$ cat config.mk
export PLATFORM = sky130hd
export DESIGN_NAME = rtt_loop_timer
export DESIGN_NICKNAME = d
export VERILOG_FILES = /design/src/rtl/rtt_loop_pkg.sv /design/src/rtl/rtt_loop_ctl.sv /design/src/rtl/rtt_loop_dp.sv /design/src/rtl/rtt_loop_timer.sv
export SDC_FILE = /design/constraint.sdc
export NUM_CORES = 1
export LEC_CHECK = 0
export ABC_CLOCK_PERIOD_IN_PS = 2400
export BUFFER_PORTS_ARGS = -buffer_cell sky130_fd_sc_hd__buf_2
export CORE_AREA = 2 2 410 412
export CTS_CLUSTER_SIZE = 12
export DETAILED_ROUTE_END_ITERATION = 16
export DIE_AREA = 0 0 412 414
export PLACE_DENSITY_LB_ADDON = 0.1
export SLEW_MARGIN = 10
export SYNTH_ARGS = -nofsm -noshare
export SYNTH_HDL_FRONTEND = slang
export SYNTH_SLANG_ARGS = --single-unit
$ cat constraint.sdc
create_clock -name clk -period 2.4 [get_ports clk]
set_input_delay 0.24 -clock clk [delete_from_list [all_inputs] [get_ports clk]]
set_output_delay 0.24 -clock clk [all_outputs]
set_load 0.005 [all_outputs]
$ cat src/rtl/rtt_loop_pkg.sv
package rtt_loop_pkg;
  // Strobes sent from the control unit to the datapath each cycle.
  typedef struct packed {
    logic inject;    // marker owns the transmit side this cycle
    logic clearCnt;  // zero the counter on this edge
    logic countEn;   // advance the counter on this edge
  } loopStrobes_t;
endpackage

$ cat src/rtl/rtt_loop_ctl.sv
module rtt_loop_ctl
  import rtt_loop_pkg::*;
(
  input  logic         clk,
  input  logic         rstN,
  input  logic         armPulse,
  input  logic         txReady,
  input  logic         markerHit,
  input  logic         cntAtMax,
  output loopStrobes_t strobes,
  output logic         doneFlag,
  output logic         overflowFlag
);
  logic injectPending;
  logic running;
  logic doneQ;
  logic ovfQ;

  always_comb begin
    strobes.inject   = armPulse | injectPending;
    strobes.clearCnt = armPulse;
    strobes.countEn  = running & ~armPulse;
  end

  always_ff @(posedge clk) begin
    if (!rstN) begin
      injectPending <= 1'b0;
      running       <= 1'b0;
      doneQ         <= 1'b0;
      ovfQ          <= 1'b0;
    end else if (armPulse) begin
      // A fresh arm restarts everything; the marker waits if tx is stalled.
      injectPending <= ~txReady;
      running       <= 1'b1;
      doneQ         <= 1'b0;
      ovfQ          <= 1'b0;
    end else begin
      if (injectPending && txReady) injectPending <= 1'b0;
      if (running && (markerHit || cntAtMax)) begin
        running <= 1'b0;
        doneQ   <= 1'b1;
        ovfQ    <= cntAtMax;
      end
    end
  end

  assign doneFlag     = doneQ;
  assign overflowFlag = ovfQ;
endmodule

$ cat src/rtl/rtt_loop_dp.sv
module rtt_loop_dp
  import rtt_loop_pkg::*;
#(
  parameter int DATA_W = 256,
  parameter int LANE_W = 32,
  parameter int CNT_W  = 32
) (
  input  logic              clk,
  input  logic              rstN,
  input  loopStrobes_t      strobes,
  input  logic [DATA_W-1:0] idleWord,
  input  logic [DATA_W-1:0] markerWord,
  input  logic              rxValid,
  input  logic [DATA_W-1:0] rxData,
  output logic              rxReady,
  output logic              txValid,
  output logic [DATA_W-1:0] txData,
  input  logic              txReady,
  output logic              markerHit,
  output logic              cntAtMax,
  output logic [CNT_W-1:0]  elapsedCount
);
  localparam int LANES = DATA_W / LANE_W;
  localparam logic [CNT_W-1:0] CNT_MAX = '1;

  logic [LANES-1:0] laneEq;
  logic             rxIsMarker;
  logic [CNT_W-1:0] cnt;

  // Full-width match built from per-lane equality.
  for (genvar g = 0; g < LANES; g++) begin : g_lane
    assign laneEq[g] = (rxData[g*LANE_W +: LANE_W] == markerWord[g*LANE_W +: LANE_W]);
  end
  assign rxIsMarker = &laneEq;

  always_comb begin
    if (strobes.inject) begin
      txValid = 1'b1;
      txData  = markerWord;
      rxReady = 1'b0;
    end else begin
      txValid = rxValid;
      txData  = rxIsMarker ? idleWord : rxData;
      rxReady = txReady;
    end
  end

  assign markerHit = rxValid & rxReady & rxIsMarker;
  assign cntAtMax  = (cnt == CNT_MAX);

  always_ff @(posedge clk) begin
    if (!rstN)                           cnt <= '0;
    else if (strobes.clearCnt)           cnt <= '0;
    else if (strobes.countEn && !cntAtMax) cnt <= cnt + 1'b1;
  end

  assign elapsedCount = cnt;
endmodule

$ cat src/rtl/rtt_loop_timer.sv
module rtt_loop_timer
  import rtt_loop_pkg::*;
#(
  parameter int DATA_W = 256,
  parameter int LANE_W = 32,
  parameter int CNT_W  = 32
) (
  input  logic              clk,
  input  logic              rstN,
  input  logic [DATA_W-1:0] idleWord,
  input  logic [DATA_W-1:0] markerWord,
  input  logic              armPulse,
  input  logic              rxValid,
  input  logic [DATA_W-1:0] rxData,
  output logic              rxReady,
  output logic              txValid,
  output logic [DATA_W-1:0] txData,
  input  logic              txReady,
  output logic [CNT_W-1:0]  elapsedCount,
  output logic              doneFlag,
  output logic              overflowFlag
);
  loopStrobes_t strobes;
  logic         markerHit;
  logic         cntAtMax;

  rtt_loop_ctl u_ctl (
    .clk          (clk),
    .rstN         (rstN),
    .armPulse     (armPulse),
    .txReady      (txReady),
    .markerHit    (markerHit),
    .cntAtMax     (cntAtMax),
    .strobes      (strobes),
    .doneFlag     (doneFlag),
    .overflowFlag (overflowFlag)
  );

  rtt_loop_dp #(.DATA_W(DATA_W), .LANE_W(LANE_W), .CNT_W(CNT_W)) u_dp (
    .clk          (clk),
    .rstN         (rstN),
    .strobes      (strobes),
    .idleWord     (idleWord),
    .markerWord   (markerWord),
    .rxValid      (rxValid),
    .rxData       (rxData),
    .rxReady      (rxReady),
    .txValid      (txValid),
    .txData       (txData),
    .txReady      (txReady),
    .markerHit    (markerHit),
    .cntAtMax     (cntAtMax),
    .elapsedCount (elapsedCount)
  );
endmodule

Word-level counts from Yosys, hierarchy flattened
Index checks and enable logic that the tools add are counted.
{ "op_classes": {"add_sub_neg": 1, "mul": 0, "div_mod_pow": 0, "magnitude_cmp": 0, "eq_ne": 9, "n_shift": 0, "n_mux": 8, "bitwise_logic": 7, "reduce_logical": 9} }
{ "op_table": {"columns": ["operator", "count"], "rows": [
  ["$mux W256", 2],
  ["$eq A32 B32 Y1", 8],
  ["$add A32 B1 Y32 const B", 1],
  ["$eq A32 B32 Y1 const B", 1],
  ["$reduce_and A8 Y1", 1],
  ["$mux W1", 6],
  ["$reduce_bool A2 Y1", 2],
  ["$and A1 B1 Y1", 3],
  ["$logic_and A1 B1 Y1", 3],
  ["$not A1 Y1", 3],
  ["$reduce_or A2 Y1", 1],
  ["$logic_not A1 Y1", 1],
  ["$logic_or A1 B1 Y1", 1],
  ["$or A1 B1 Y1", 1]
]} }
{ "totals": {"ff_bits": 36, "latch_bits": 0, "ramBits": 0, "rom_bits": 0, "in_bits": 773, "output_inout_bits": 292, "wordCells": 39, "n_memories": 0} }

Logic depth before layout (Yosys ltp)
{ "depth": {"ltp_word": 8, "ltp_mapped": 10, "ltp_nobuf": 7} }

Modules after synthesis
Synthesis repeated with hierarchy kept, for this count alone.
{ "unflattened": {"hier_cells": 1382, "area_unflattened_um2": 9651.8} }
{ "by_module_without_submodules": {"columns": ["module", "instances", "cells_each", "area_per_inst_um2"], "rows": [
  ["rtt_loop_dp", 1, 1365, 9486.6],
  ["rtt_loop_ctl", 1, 17, 165.2]
]} }

Least setup slack after synthesis
Ideal clock, no wire load.
{ "synth_path": {"path_kind": "input to output", "start": "input markerWord[79]", "end": "output txData[147]", "arrival_ps": 1890, "required_ps": 2160, "path_slack_ps": 270, "cell_stages": 10, "n_path_buf": 3, "path_cell_list": "xnor2_1 -> nand4_1 -> nor4_1 -> nand4_1 -> nor4_1 -> buf_4 -> buf_8 -> buf_8 -> mux2i_1 -> a21oi_1"} }
{ "synth_between": {"elab_chain_len": 4} }
{ "synth_rtl": {"columns": ["item", "line_no", "rtl"], "rows": [
  ["start: declaration", "rtt_loop_timer.sv:11", "input logic [DATA_W-1:0] markerWord,"],
  ["$eq A32 B32 Y1", "rtt_loop_dp.sv:32", "assign laneEq[g] = (rxData[g*LANE_W +: LANE_W] == markerWord[g*LANE_W +: LANE_W]);"],
  ["$reduce_and A8 Y1", "rtt_loop_dp.sv:34", "assign rxIsMarker = &laneEq;"],
  ["$mux W256", "rtt_loop_dp.sv:43", "txData = rxIsMarker ? idleWord : rxData;"],
  ["$mux W256", "rtt_loop_dp.sv:37", "if (strobes.inject) begin"],
  ["end: declaration", "rtt_loop_timer.sv:17", "output logic [DATA_W-1:0] txData,"]
]} }
Every way passes these cells.

Final worst setup path
{ "layout_path": {"start": "input markerWord[204]", "end": "output txData[21]"} }
Same word-level chain as after synthesis.

==> metrics.cfg <==
[final_layout]
drive_gt1_frac = 0.577
fin_nets = 3632
fin_area_um2 = 22700
syn_to_final_growth_pct = 131
instances_no_fill = 5082

[worst_setup_path]
critPathKind = in2out
slowest_stage = nor4_4
max_stage_delay_ps = 320
worstPathRequired_ps = 2160
cp_common_cell = buf_4
critical_path_arrival_ps = 3440
rr_startpoint = u_dp.elapsedCount[9]
path_max_fanout = 7
cp-end-kind = output pin
cp-startpoint = markerWord[204]
path_buf_inv = 10
path_cells = buf_2, xnor2_4, buf_4, nand4_1, buf_4, nor4_4, buf_4, nand4_1, nor4_4, buf_4, buf_12, buf_8, buf_16, mux2i_1, buf_4, a21oi_2, buf_2
start_kind = primary input
crit_family = buffers and inverters

[power]
comb_power_share = 0.764
powerDensity_nw_per_um2 = 245
p_clk_frac = 0.127
leakagePower_nw = 9.56
p_sw_frac = 0.474
seqPwrFrac = 0.109
p_int_mw = 2.92
switchingPower_mw = 2.63
vdd_ir_drop_max_uv = 238

[flow_run]
maxCapViolCount = 0

[hold_path]
hold_start = txReady
min_path_type = in2reg

[logic_synthesis]
synth.avg_cell_area_um2 = 7.05
seq_area_frac_synth = 0.0735
syn_nets = 2166
synth_seq_cells = 36
synth.cell_area_um2 = 9810
ys_warn_count = 0
synthDistinctLibCells = 32
syn_inst = 1392

[sta]
finalSetupViolations = 259
relSlewSlack = 0.547
rsz0062_at_grt = yes
clock-skew-final_ps = 6.91
fin_ws_ps = -1280
fin_crit_sh = 1.53
tightest_slew_ps = 674
hold_viol_final = 0
fmaxAchievable_mhz = 272
slew_viol_final = 0
period_needed_ps = 3680

[global_route]
overflow = 0
grt_antenna_before_repair = 157
grt_max_degree = 78
grt_usage = 0.167
grt_pass1_wl_mm = 184
grt_pass1_vias = 17100

[route]
drc = 0
drtIter0Drc = 752
wl_mm = 150
detail_route.first_pass.iterations = 5
routedWlPerCell_um = 29.4
viasPerCell = 3.26
vias = 16600
route.antenna.remaining_nets = 0

[clock_network]
cts.clk_slew.worst_paths_ps = 60
clk_path_buf_depth = 2
clock_latency_ps = 300
htreeDepth = 2
clock-sinks = 36
root_buffer = clkbuf_16
cts_buffers = 5
holdBufCountCts = 0
cts_tree = done

[placement]
portBuffers = 1064
place_area_um2 = 21000
dp_slack_ps = -2380
gp_congestion = 0.942
hpwl_mm = 137
place_inst = 5018

[status]
status = finished with violations
violations = setup timing

[floorplan]
fp-row-count = 150
fp.dieArea_um2 = 171000
io_pins = 1065
die_h_um = 414
die_w_um = 412
start_util = 0.0590
design.core.area_um2 = 166000

==> registers in the layout, indices dropped and copies added, names as in the netlist <==
signal,flops
u_dp.elapsedCount,32
u_ctl.doneFlag,1
u_ctl.injectPending,1
u_ctl.running,1
u_ctl.overflowFlag,1
==> Yosys cell counts <==
library cell / n / area [um2]
a21oi_1: 262 / 1310
a21oi_2: 2 / 17.5
a31o_2: 1 / 8.76
a31oi_1: 1 / 6.26
a41oi_1: 2 / 17.5
and2_1: 2 / 12.5
and3_1: 8 / 50.1
and4_1: 7 / 61.3
buf_1: 1 / 3.75
buf_4: 5 / 37.5
buf_6: 12 / 135
buf_8: 12 / 180
clkbuf_1: 63 / 236
dfxtp_1: 36 / 721
ha_1: 1 / 12.5
inv_1: 2 / 7.51
mux2i_1: 256 / 2560
nand2_1: 14 / 52.6
nand2b_1: 2 / 12.5
nand3_1: 10 / 50.1
nand4_1: 83 / 519
nor2_1: 289 / 1080
nor2b_1: 2 / 12.5
nor3_1: 2 / 10.0
nor3b_1: 1 / 7.51
nor4_1: 19 / 119
o21a_1: 1 / 7.51
o21ai_0: 7 / 35.0
or3_1: 6 / 37.5
or4_1: 1 / 7.51
xnor2_1: 264 / 2310
xor2_1: 18 / 158
==> final cells by class <==
type / count / area [um2]
diodes: 19 / 47.5
clock buffers: 8 / 146
repair buffers: 1552 / 9950
flip-flops and latches: 36 / 721
inverters: 2 / 7.51
multi-input cells: 1261 / 9050
fillers: 19700 / 144000
well taps: 2204 / 2760
==> stage by stage <==
stage          TNS (ps)  hold slack, ps  utilization  power [mW]
2_1_floorplan         0             316            -        1.69
3_3_place_gp    -552320             427        0.126        4.89
3_5_place_dp    -544100             433        0.126        4.86
4_1_cts         -346550             113        0.135        5.72
5_1_grt         -358110             142        0.136        5.93
6_report        -298150             126        0.136        5.56
==> kinds of logic (layout without fill, tap and decap cells) <==
logic type,count (synthesis),count (layout),synth area share
mux,256,256,0.261
buf+inv,95,1562,0.0612
fa+ha+maj,1,1,0.00128
compound gates,276,276,0.143
other cells,0,19,0
simple gates,446,446,0.208
xor+xnor,282,282,0.252
flops,36,36,0.0735
==> power by group through the flow <==
stage	Clock (mW)	Sequential (mW)	Combinational, mW
6_report	0.705	0.604	4.25
4_1_cts	0.740	0.604	4.38
3_5_place_dp	0	0.617	4.24
2_1_floorplan	0	0.616	1.07
5_1_grt	0.753	0.604	4.57
3_3_place_gp	0	0.617	4.27
==> worst reg2reg max path: cells and delay by family, from the launching register on <==
kind,cells,cell delay [ps]
simple gates,5,1300
flops,1,330
compound gates,1,160
buf+inv,1,160
xor+xnor,1,160
==> layer usage <==
metal / part of all wire / up-vias / GRT usage / wire, um
li1: - / 7883 / - / -
met1: 0.40 / 7589 / 0.194 / 59200
met2: 0.51 / 733 / 0.307 / 75900
met3: 0.069 / 276 / 0.0459 / 10400
met4: 0.023 / 108 / 0.0265 / 3400
met5: 0.0044 / - / 0 / 655
==> cells in the final DEF (no fill, tap or decap), types with 29 or more instances in the layout <==
master / Yosys / routed
nand4_1: 83 / 83
mux2i_1: 256 / 225
buf_12: 0 / 29
dfxtp_1: 36 / 36
a21oi_2: 2 / 32
a21oi_1: 262 / 232
buf_2: 0 / 1015
nor2_1: 289 / 288
xnor2_1: 264 / 248
buf_4: 5 / 453
==> path summary, 6_finish.rpt <==
kind	endpoint	slack [ps]	cells past startpoint
setup / recovery	txData[21]	-1280	17
hold / removal	u_ctl.injectPending	130	2
setup reg to reg	u_dp.elapsedCount[25]	160	8
hold reg to reg	u_ctl.doneFlag	540	2
==> timing repair <==
item	4_1_cts	5_1_grt
endpoints found under the setup margin	259	259
resized for setup	177	49
cloned	12	4
setup buffers	23	10
pin swaps	74	27
(Power assumes the default switching activity.)
